--- src/rtl/cursor_pkg.sv ---
package cursor_pkg;

  localparam int unsigned CUR_DIM   = 32;
  localparam int unsigned REG_W     = 32;
  localparam int unsigned CRD_W     = 16;

  localparam logic [31:0] OFS_CTRL  = 32'h0000_0818;
  localparam logic [31:0] OFS_POS   = 32'h0000_08FC;
  localparam logic [31:0] OFS_MASK  = 32'h0000_0900;
  localparam logic [31:0] OFS_IMAGE = 32'h0000_0980;

  localparam logic [31:0] CTRL_FORCE = 32'h0200_0000;
  localparam logic [15:0] PARK_CRD   = 16'hF000;

  typedef enum logic [1:0] {
    SRC_PIXEL = 2'd0,
    SRC_CUR0  = 2'd1,
    SRC_CUR1  = 2'd2
  } color_src_e;

endpackage

--- src/rtl/cur_regs.sv ---
module cur_regs
  import cursor_pkg::*;
#(
  parameter int unsigned ADDR_W = 12,
  parameter int unsigned DATA_W = 32,
  parameter int unsigned DIM    = 32,
  parameter int unsigned CW     = 16,
  localparam int unsigned IDX_W = $clog2(DIM)
) (
  input  logic              clk,
  input  logic              rst_n,
  input  logic              we,
  input  logic [ADDR_W-1:0] addr,
  input  logic [DATA_W-1:0] wdata,
  output logic [DATA_W-1:0] rdata,
  input  logic [IDX_W-1:0]  row_sel,
  output logic [DIM-1:0]    mask_row,
  output logic [DIM-1:0]    image_row,
  output logic [CW-1:0]     cur_x,
  output logic [CW-1:0]     cur_y
);

  localparam logic [31:0] ROW_SPAN = 32'(DIM * 4);

  logic [31:0]      addr32;
  logic             hit_ctrl, hit_pos, hit_mask, hit_image;
  logic [IDX_W-1:0] widx;

  logic [DATA_W-1:0] ctrl_q, ctrl_d;
  logic              ctrl_en;
  logic [CW-1:0]     x_q, y_q, x_d, y_d;
  logic              pos_en;

  logic [DIM-1:0] mask_q  [DIM];
  logic [DIM-1:0] image_q [DIM];

  // Address decode
  assign addr32    = 32'(addr);
  assign hit_ctrl  = (addr32 == OFS_CTRL);
  assign hit_pos   = (addr32 == OFS_POS);
  assign hit_mask  = (addr32 >= OFS_MASK)  && (addr32 < OFS_MASK + ROW_SPAN);
  assign hit_image = (addr32 >= OFS_IMAGE) && (addr32 < OFS_IMAGE + ROW_SPAN);
  assign widx      = addr[IDX_W+1:2];

  // Control word
  assign ctrl_en = we && hit_ctrl;
  assign ctrl_d  = wdata;

  always_ff @(posedge clk or negedge rst_n) begin
    if (!rst_n)       ctrl_q <= '0;
    else if (ctrl_en) ctrl_q <= ctrl_d;
  end

  // Position: x in upper half, y in lower half
  assign pos_en = we && hit_pos;
  assign x_d    = wdata[2*CW-1:CW];
  assign y_d    = wdata[CW-1:0];

  always_ff @(posedge clk or negedge rst_n) begin
    if (!rst_n) begin
      x_q <= CW'(PARK_CRD);
      y_q <= CW'(PARK_CRD);
    end else if (pos_en) begin
      x_q <= x_d;
      y_q <= y_d;
    end
  end

  // Row storage, one enable per word
  for (genvar r = 0; r < DIM; r++) begin : g_row
    logic m_en, i_en;
    assign m_en = we && hit_mask  && (widx == IDX_W'(r));
    assign i_en = we && hit_image && (widx == IDX_W'(r));

    always_ff @(posedge clk or negedge rst_n) begin
      if (!rst_n)    mask_q[r] <= '0;
      else if (m_en) mask_q[r] <= wdata[DIM-1:0];
    end

    always_ff @(posedge clk or negedge rst_n) begin
      if (!rst_n)    image_q[r] <= '0;
      else if (i_en) image_q[r] <= wdata[DIM-1:0];
    end
  end

  assign mask_row  = mask_q[row_sel];
  assign image_row = image_q[row_sel];
  assign cur_x     = x_q;
  assign cur_y     = y_q;

  // Read mux: only the control word is visible
  always_comb begin
    rdata = '0;
    if (hit_ctrl) rdata = ctrl_q | DATA_W'(CTRL_FORCE);
  end

endmodule

--- src/rtl/cur_hit.sv ---
module cur_hit #(
  parameter int unsigned X_W = 10,
  parameter int unsigned Y_W = 10,
  parameter int unsigned W_W = 11,
  parameter int unsigned H_W = 10,
  parameter int unsigned CW  = 16,
  parameter int unsigned DIM = 32,
  localparam int unsigned IDX_W = $clog2(DIM),
  localparam int unsigned EXT_W = CW + 1
) (
  input  logic             pix_valid,
  input  logic [X_W-1:0]   pix_x,
  input  logic [Y_W-1:0]   pix_y,
  input  logic [W_W-1:0]   active_w,
  input  logic [H_W-1:0]   active_h,
  input  logic [CW-1:0]    cur_x,
  input  logic [CW-1:0]    cur_y,
  output logic             in_win,
  output logic [IDX_W-1:0] row_idx,
  output logic [IDX_W-1:0] col_idx
);

  logic [EXT_W-1:0] x_e, y_e, cx_e, cy_e, w_e, h_e, dx, dy;
  logic             row_ok, col_ok, vis_ok;

  assign x_e  = EXT_W'(pix_x);
  assign y_e  = EXT_W'(pix_y);
  assign cx_e = EXT_W'(cur_x);
  assign cy_e = EXT_W'(cur_y);
  assign w_e  = EXT_W'(active_w);
  assign h_e  = EXT_W'(active_h);

  assign dx = x_e - cx_e;
  assign dy = y_e - cy_e;

  // Vertical window, horizontal window, then the right and bottom clip
  assign row_ok = (y_e >= cy_e) && (dy < EXT_W'(DIM));
  assign col_ok = (x_e >= cx_e) && (dx < EXT_W'(DIM));
  assign vis_ok = (cx_e < w_e) && (x_e < w_e) && (y_e < h_e);

  assign in_win  = pix_valid && row_ok && col_ok && vis_ok;
  assign row_idx = dy[IDX_W-1:0];
  assign col_idx = dx[IDX_W-1:0];

endmodule

--- src/rtl/cur_mix.sv ---
module cur_mix
  import cursor_pkg::*;
#(
  parameter int unsigned DIM     = 32,
  parameter int unsigned COLOR_W = 24,
  localparam int unsigned IDX_W  = $clog2(DIM)
) (
  input  logic               clk,
  input  logic               rst_n,
  input  logic               in_win,
  input  logic [DIM-1:0]     mask_row,
  input  logic [DIM-1:0]     image_row,
  input  logic [IDX_W-1:0]   col_idx,
  input  logic               pix_valid,
  input  logic               pix_hsync,
  input  logic               pix_vsync,
  input  logic [COLOR_W-1:0] pix_color,
  input  logic [COLOR_W-1:0] cur_color0,
  input  logic [COLOR_W-1:0] cur_color1,
  output logic               out_valid,
  output logic               out_hsync,
  output logic               out_vsync,
  output logic [COLOR_W-1:0] out_color
);

  logic [IDX_W-1:0]   bit_pos;
  logic               m_bit, i_bit;
  color_src_e         src;
  logic [COLOR_W-1:0] color_d, color_q;
  logic               valid_q, hs_q, vs_q;

  // Column 0 sits in the most significant bit
  assign bit_pos = IDX_W'(DIM - 1) - col_idx;
  assign m_bit   = mask_row[bit_pos];
  assign i_bit   = image_row[bit_pos];

  always_comb begin
    src = SRC_PIXEL;
    if (in_win && m_bit) src = i_bit ? SRC_CUR1 : SRC_CUR0;
  end

  always_comb begin
    unique case (src)
      SRC_CUR0: color_d = cur_color0;
      SRC_CUR1: color_d = cur_color1;
      default:  color_d = pix_color;
    endcase
  end

  always_ff @(posedge clk or negedge rst_n) begin
    if (!rst_n) begin
      color_q <= '0;
      valid_q <= 1'b0;
      hs_q    <= 1'b0;
      vs_q    <= 1'b0;
    end else begin
      color_q <= color_d;
      valid_q <= pix_valid;
      hs_q    <= pix_hsync;
      vs_q    <= pix_vsync;
    end
  end

  assign out_color = color_q;
  assign out_valid = valid_q;
  assign out_hsync = hs_q;
  assign out_vsync = vs_q;

endmodule

--- src/rtl/cursor_overlay.sv ---
module cursor_overlay
  import cursor_pkg::*;
#(
  parameter int unsigned MAX_W   = 1024,
  parameter int unsigned MAX_H   = 768,
  parameter int unsigned COLOR_W = 24,
  parameter int unsigned ADDR_W  = 12,
  localparam int unsigned X_W    = $clog2(MAX_W),
  localparam int unsigned Y_W    = $clog2(MAX_H),
  localparam int unsigned W_W    = $clog2(MAX_W + 1),
  localparam int unsigned H_W    = $clog2(MAX_H + 1),
  localparam int unsigned IDX_W  = $clog2(CUR_DIM)
) (
  input  logic               clk,
  input  logic               rst_n,
  input  logic               reg_we,
  input  logic [ADDR_W-1:0]  reg_addr,
  input  logic [REG_W-1:0]   reg_wdata,
  output logic [REG_W-1:0]   reg_rdata,
  input  logic [W_W-1:0]     active_w,
  input  logic [H_W-1:0]     active_h,
  input  logic               pix_valid,
  input  logic               pix_hsync,
  input  logic               pix_vsync,
  input  logic [X_W-1:0]     pix_x,
  input  logic [Y_W-1:0]     pix_y,
  input  logic [COLOR_W-1:0] pix_color,
  input  logic [COLOR_W-1:0] cur_color0,
  input  logic [COLOR_W-1:0] cur_color1,
  output logic               out_valid,
  output logic               out_hsync,
  output logic               out_vsync,
  output logic [COLOR_W-1:0] out_color
);

  // Reset: asynchronous assert, synchronous release
  logic [1:0] rst_pipe_q;
  logic       rst_sync_n;

  always_ff @(posedge clk or negedge rst_n) begin
    if (!rst_n) rst_pipe_q <= '0;
    else        rst_pipe_q <= {rst_pipe_q[0], 1'b1};
  end
  assign rst_sync_n = rst_pipe_q[1];

  logic [CUR_DIM-1:0] mask_row, image_row;
  logic [CRD_W-1:0]   cur_x, cur_y;
  logic               in_win;
  logic [IDX_W-1:0]   row_idx, col_idx;

  cur_regs #(
    .ADDR_W (ADDR_W),
    .DATA_W (REG_W),
    .DIM    (CUR_DIM),
    .CW     (CRD_W)
  ) u_regs (
    .clk       (clk),
    .rst_n     (rst_sync_n),
    .we        (reg_we),
    .addr      (reg_addr),
    .wdata     (reg_wdata),
    .rdata     (reg_rdata),
    .row_sel   (row_idx),
    .mask_row  (mask_row),
    .image_row (image_row),
    .cur_x     (cur_x),
    .cur_y     (cur_y)
  );

  cur_hit #(
    .X_W (X_W),
    .Y_W (Y_W),
    .W_W (W_W),
    .H_W (H_W),
    .CW  (CRD_W),
    .DIM (CUR_DIM)
  ) u_hit (
    .pix_valid (pix_valid),
    .pix_x     (pix_x),
    .pix_y     (pix_y),
    .active_w  (active_w),
    .active_h  (active_h),
    .cur_x     (cur_x),
    .cur_y     (cur_y),
    .in_win    (in_win),
    .row_idx   (row_idx),
    .col_idx   (col_idx)
  );

  cur_mix #(
    .DIM     (CUR_DIM),
    .COLOR_W (COLOR_W)
  ) u_mix (
    .clk        (clk),
    .rst_n      (rst_sync_n),
    .in_win     (in_win),
    .mask_row   (mask_row),
    .image_row  (image_row),
    .col_idx    (col_idx),
    .pix_valid  (pix_valid),
    .pix_hsync  (pix_hsync),
    .pix_vsync  (pix_vsync),
    .pix_color  (pix_color),
    .cur_color0 (cur_color0),
    .cur_color1 (cur_color1),
    .out_valid  (out_valid),
    .out_hsync  (out_hsync),
    .out_vsync  (out_vsync),
    .out_color  (out_color)
  );

endmodule

--- config.mk ---
export PLATFORM = sky130hd
export DESIGN_NAME = cursor_overlay
export DESIGN_NICKNAME = d
export VERILOG_FILES = /design/src/rtl/cursor_pkg.sv /design/src/rtl/cur_regs.sv /design/src/rtl/cur_hit.sv /design/src/rtl/cur_mix.sv /design/src/rtl/cursor_overlay.sv
export SDC_FILE = /design/constraint.sdc
export NUM_CORES = 2
export LEC_CHECK = 0
export ABC_CLOCK_PERIOD_IN_PS = 107700
export BUFFER_PORTS_ARGS = -buffer_cell sky130_fd_sc_hd__buf_2
export CAP_MARGIN = 30
export CORE_MARGIN = 1.5
export CORE_UTILIZATION = 35
export CTS_CLUSTER_SIZE = 10
export DETAILED_ROUTE_END_ITERATION = 16
export REMOVE_ABC_BUFFERS = 1
export SKIP_LAST_GASP = 1
export SLEW_MARGIN = 20
export SYNTH_ARGS = -nofsm -noshare
export SYNTH_HDL_FRONTEND = slang
export SYNTH_SLANG_ARGS = --single-unit
--- constraint.sdc ---
create_clock -name clk -period 107.7 [get_ports clk]
set_input_delay 21.54 -clock clk [delete_from_list [all_inputs] [get_ports clk]]
set_output_delay 21.54 -clock clk [all_outputs]
set_load 0.05 [all_outputs]
==> impl_metrics.csv <==
group,metric,value,unit
status,status,"finished, final reports clean",
timing,min_period,44.77,ns
die,die_w,535,um
cells_and_area,drive_gt1_share,53.3,%
yosys,async_flop_share,100,%
setup_path,path_cells,"buf_2 -> nor2b_1 -> nand2_1 -> nor4_2 -> buf_4 -> and2_1 -> buf_2",
routing,drt-total-wl,289000,um
timing,min_period_over_period,41.6,%
setup_path,cp_top_family,"buffers and inverters",
grt,grt_overflow,0,
clock_network,clkTransAtPathRegs,0.05,ns
grt,grt_pass1_wl,427000,um
placement,gp_congestion,0.800,
power_and_ir_drop,pwr-share-comb,7.3,%
setup_path,critPathKind,"primary input to output pin",
yosys,ys_types,84,
setup_path,critPathMaxStageDelay,0.35,ns
timing,skew,0.0926,ns
yosys,synth_cells,6420,
cells_and_area,syn_to_final_growth,11.9,%
cells_and_area,final_common_cell,"dfrtp_1",
setup_path,slowest_stage,"buf_4",
cells_and_area,mostFrequentLayoutCells,"2131 x dfrtp_1, 2101 x mux2_2, 560 x mux4_2",
yosys,avgSynthCellArea,15.4,sq um
power_and_ir_drop,p_total,1670,uW
clock_network,holdBufCountCts,0,
clock_network,cts_tree,"yes",
setup_path,crit_buf_inv,3,
routing,wire_per_inst,28.3,um
setup_path,critPathCaptureType,"output pin",
die,die_h,535,um
timing,relSlewSlack,27.6,%
yosys,synth-seq-cells,2140,
yosys,ys_seq_area_share,54.2,%
timing,fin_setup_tns,0,ns
setup_path,critPathLaunchType,"primary input",
yosys,ys.flop_type,"dfrtp_1",
clock_network,insertion_delay,0.93,ns
routing,firstDrtPassIters,7,
yosys,yosys.area.top_type_share,54.0,%
timing,finalSetupViolations,0,
power_and_ir_drop,power_density,15.1,nW/um^2
hold_path,hold_path.class,"flip-flop to flip-flop",
placement,io_buffers,221,
timing,clock.fmax,0.0223,GHz
cells_and_area,fin_nets,6659,
cells_and_area,utilization,39.5,%
yosys,yosysTopAreaCell,"dfrtp_1",
routing,vias_per_cell,5.63,
clock_network,cts_buffer_depth,4,
setup_path,critical_path_peak_fanout,33,
die,design.core.area,280000,sq um
die,fp.dieArea,286000,sq um
routing,drc,0,
power_and_ir_drop,p_int,1260,uW
routing,antenna_left,0,
placement,place_hpwl,157000,um
timing,worstMarginPinSlew,1.09,ns
timing,final_max_slew_viol_count,0,
cells_and_area,fillers,25700,
power_and_ir_drop,seqPwrFrac,49.2,%
setup_path,crit_arrival,23.23,ns
power_and_ir_drop,peakVddDrop,13.6,uV
power_and_ir_drop,switchingPower,406,uW
setup_path,cp_data_required_time,86.16,ns
cells_and_area,multi_input_area,42800,sq um
clock_network,htreeDepth,4,
power_and_ir_drop,pwr-share-clk,43.5,%
yosys,synthTopCellsByArea,"dfrtp_1 54%, mux2_2 24%, mux4_2 13%",
clock_network,cts_buffers,245,
power_and_ir_drop,switching_share,24.3,%
yosys,synthesis.area,98900,sq um
clock_network,cts.sinks,2140,
timing,final-hold-violation-count,0,
grt,antenna_found_initial,15,
grt,grt_max_degree,183,
cells_and_area,layout.cells.non_filler,10200,
cells_and_area,regArea,53600,sq um
clock_network,post_cts_resized,0,
setup_path,cpMostUsedCell,"buf_2",
die,std_cell_rows,194,
job,cap_violations,0,
grt,track_usage,20.1,%
routing,num_vias,57500,
routing,dr.first_iter.drc_count,4621,
die,pin_count,222,
clock_network,cts_setup_buffers,0,
grt,grt_pass1_vias,61500,
clock_network,root_buffer,"clkbuf_16",
yosys,synth-edff-count,0,
placement,dp.cells,9912,
die,start_util,35.3,%
yosys,ys_warn_count,0,
timing,rsz0062_at_grt,"no",
power_and_ir_drop,p_leak,0.0532,uW
-- stage by stage --
step	cell area, sq um	setup slack (ns)	hold WS [ns]
after floorplan	96100	43.64	0.331
after global placement	104000	62.97	0.341
after detailed placement	104000	62.90	0.340
after CTS	110000	62.89	0.353
after global routing	111000	62.77	0.371
final	111000	62.93	0.348
-- synthesized netlist by cell type, drive strengths merged (4+ instances only) --
master / number
dfstp: 8
dfrtp: 2132
mux2i: 41
a32oi: 5
nor4: 14
a32o: 4
nor2: 69
o221ai: 4
nor3: 24
and2: 36
o211ai: 7
a2111oi: 14
nand4: 22
a311oi: 12
xnor2: 9
nand3: 45
o2111ai: 12
buf: 268
a21o: 18
nor2b: 18
inv: 50
and3: 30
o22ai: 14
mux2: 2149
clkbuf: 363
mux4: 560
nand2b: 15
nand2: 270
ha: 48
a31oi: 17
or4: 7
o311ai: 7
a21oi: 26
a211oi: 15
a22oi: 4
o21a: 4
a41oi: 4
o21ai: 35
-- registers in the layout (all words and copies together) (netlist names) --
register / count
u_mix.out_color: 24
u_regs.cur_y: 16
u_regs.mask_q: 1024
u_mix.out_vsync: 1
u_regs.ctrl_q: 31
rst_pipe_q: 2
u_regs.image_q: 1024
u_regs.cur_x: 16
u_mix.out_valid: 1
u_mix.out_hsync: 1
-- cell type report --
class                      count  share of cell area [%]
antenna                        8                  0.0181
clock buffer                 288                    5.78
multi-input combinational   3599                    38.7
clock inverter                 9                  0.0938
inverter                      50                   0.170
tap                         3724                    4.21
timing repair buffer         410                    2.66
sequential                  2140                    48.4
-- worst reg2reg max path: cells and delay by family (launching register included) --
kind            cells  cell delay [ns]
compound gates      4             1.42
fa+ha+maj           1             0.74
buf+inv             4             2.53
mux                 4             1.67
flops               1             0.40
simple gates        1             0.25
-- path summary, 6_finish.rpt --
path | from | slack, ns | cells past startpoint | to
max | reg_addr[3] | 62.93 | 7 | reg_rdata[17]
min | rst_pipe_q[0]$_DFF_PN0_ | 0.35 | 0 | rst_pipe_q[1]$_DFF_PN0_
max reg2reg | u_regs.cur_y[0]$_DFFE_PN0P_ | 100.49 | 14 | u_mix.out_color[9]$_DFF_PN0_
min reg2reg | rst_pipe_q[0]$_DFF_PN0_ | 0.35 | 0 | rst_pipe_q[1]$_DFF_PN0_
max in group asynchronous | rst_n | 87.16 | 1 | rst_pipe_q[1]$_DFF_PN0_
min in group asynchronous | rst_pipe_q[1]$_DFF_PN0_ | 0.39 | 0 | u_regs.mask_q[876]$_DFFE_PN0P_
-- power groups by stage --
stage | logic, uW | registers [uW] | clock network (uW)
after CTS | 122 | 822 | 744
final | 122 | 823 | 727
after global routing | 131 | 824 | 775
after floorplan | 63.4 | 852 | 0
after global placement | 119 | 836 | 0
after detailed placement | 122 | 837 | 0
-- routing by layer --
layer	vias to the layer above	track usage, %	share of wire [%]
met1	31800	27.3	43
met3	475	2.70	5.2
met2	1587	33.2	48
met4	6	6.73	3.3
li1	23700	-	-
met5	-	0	0.013
-- cell families after synthesis --
group                    synth area share, %
multiplexers                            37.7
flip-flops                              54.2
buffers and inverters                   3.00
AND/OR/NAND/NOR                         2.64
AO/OA/AOI/OAI                           1.69
adder cells (fa/ha/maj)                0.648
XOR/XNOR                               0.144
other                                0.00379
Power figures use the tool's default switching activity.
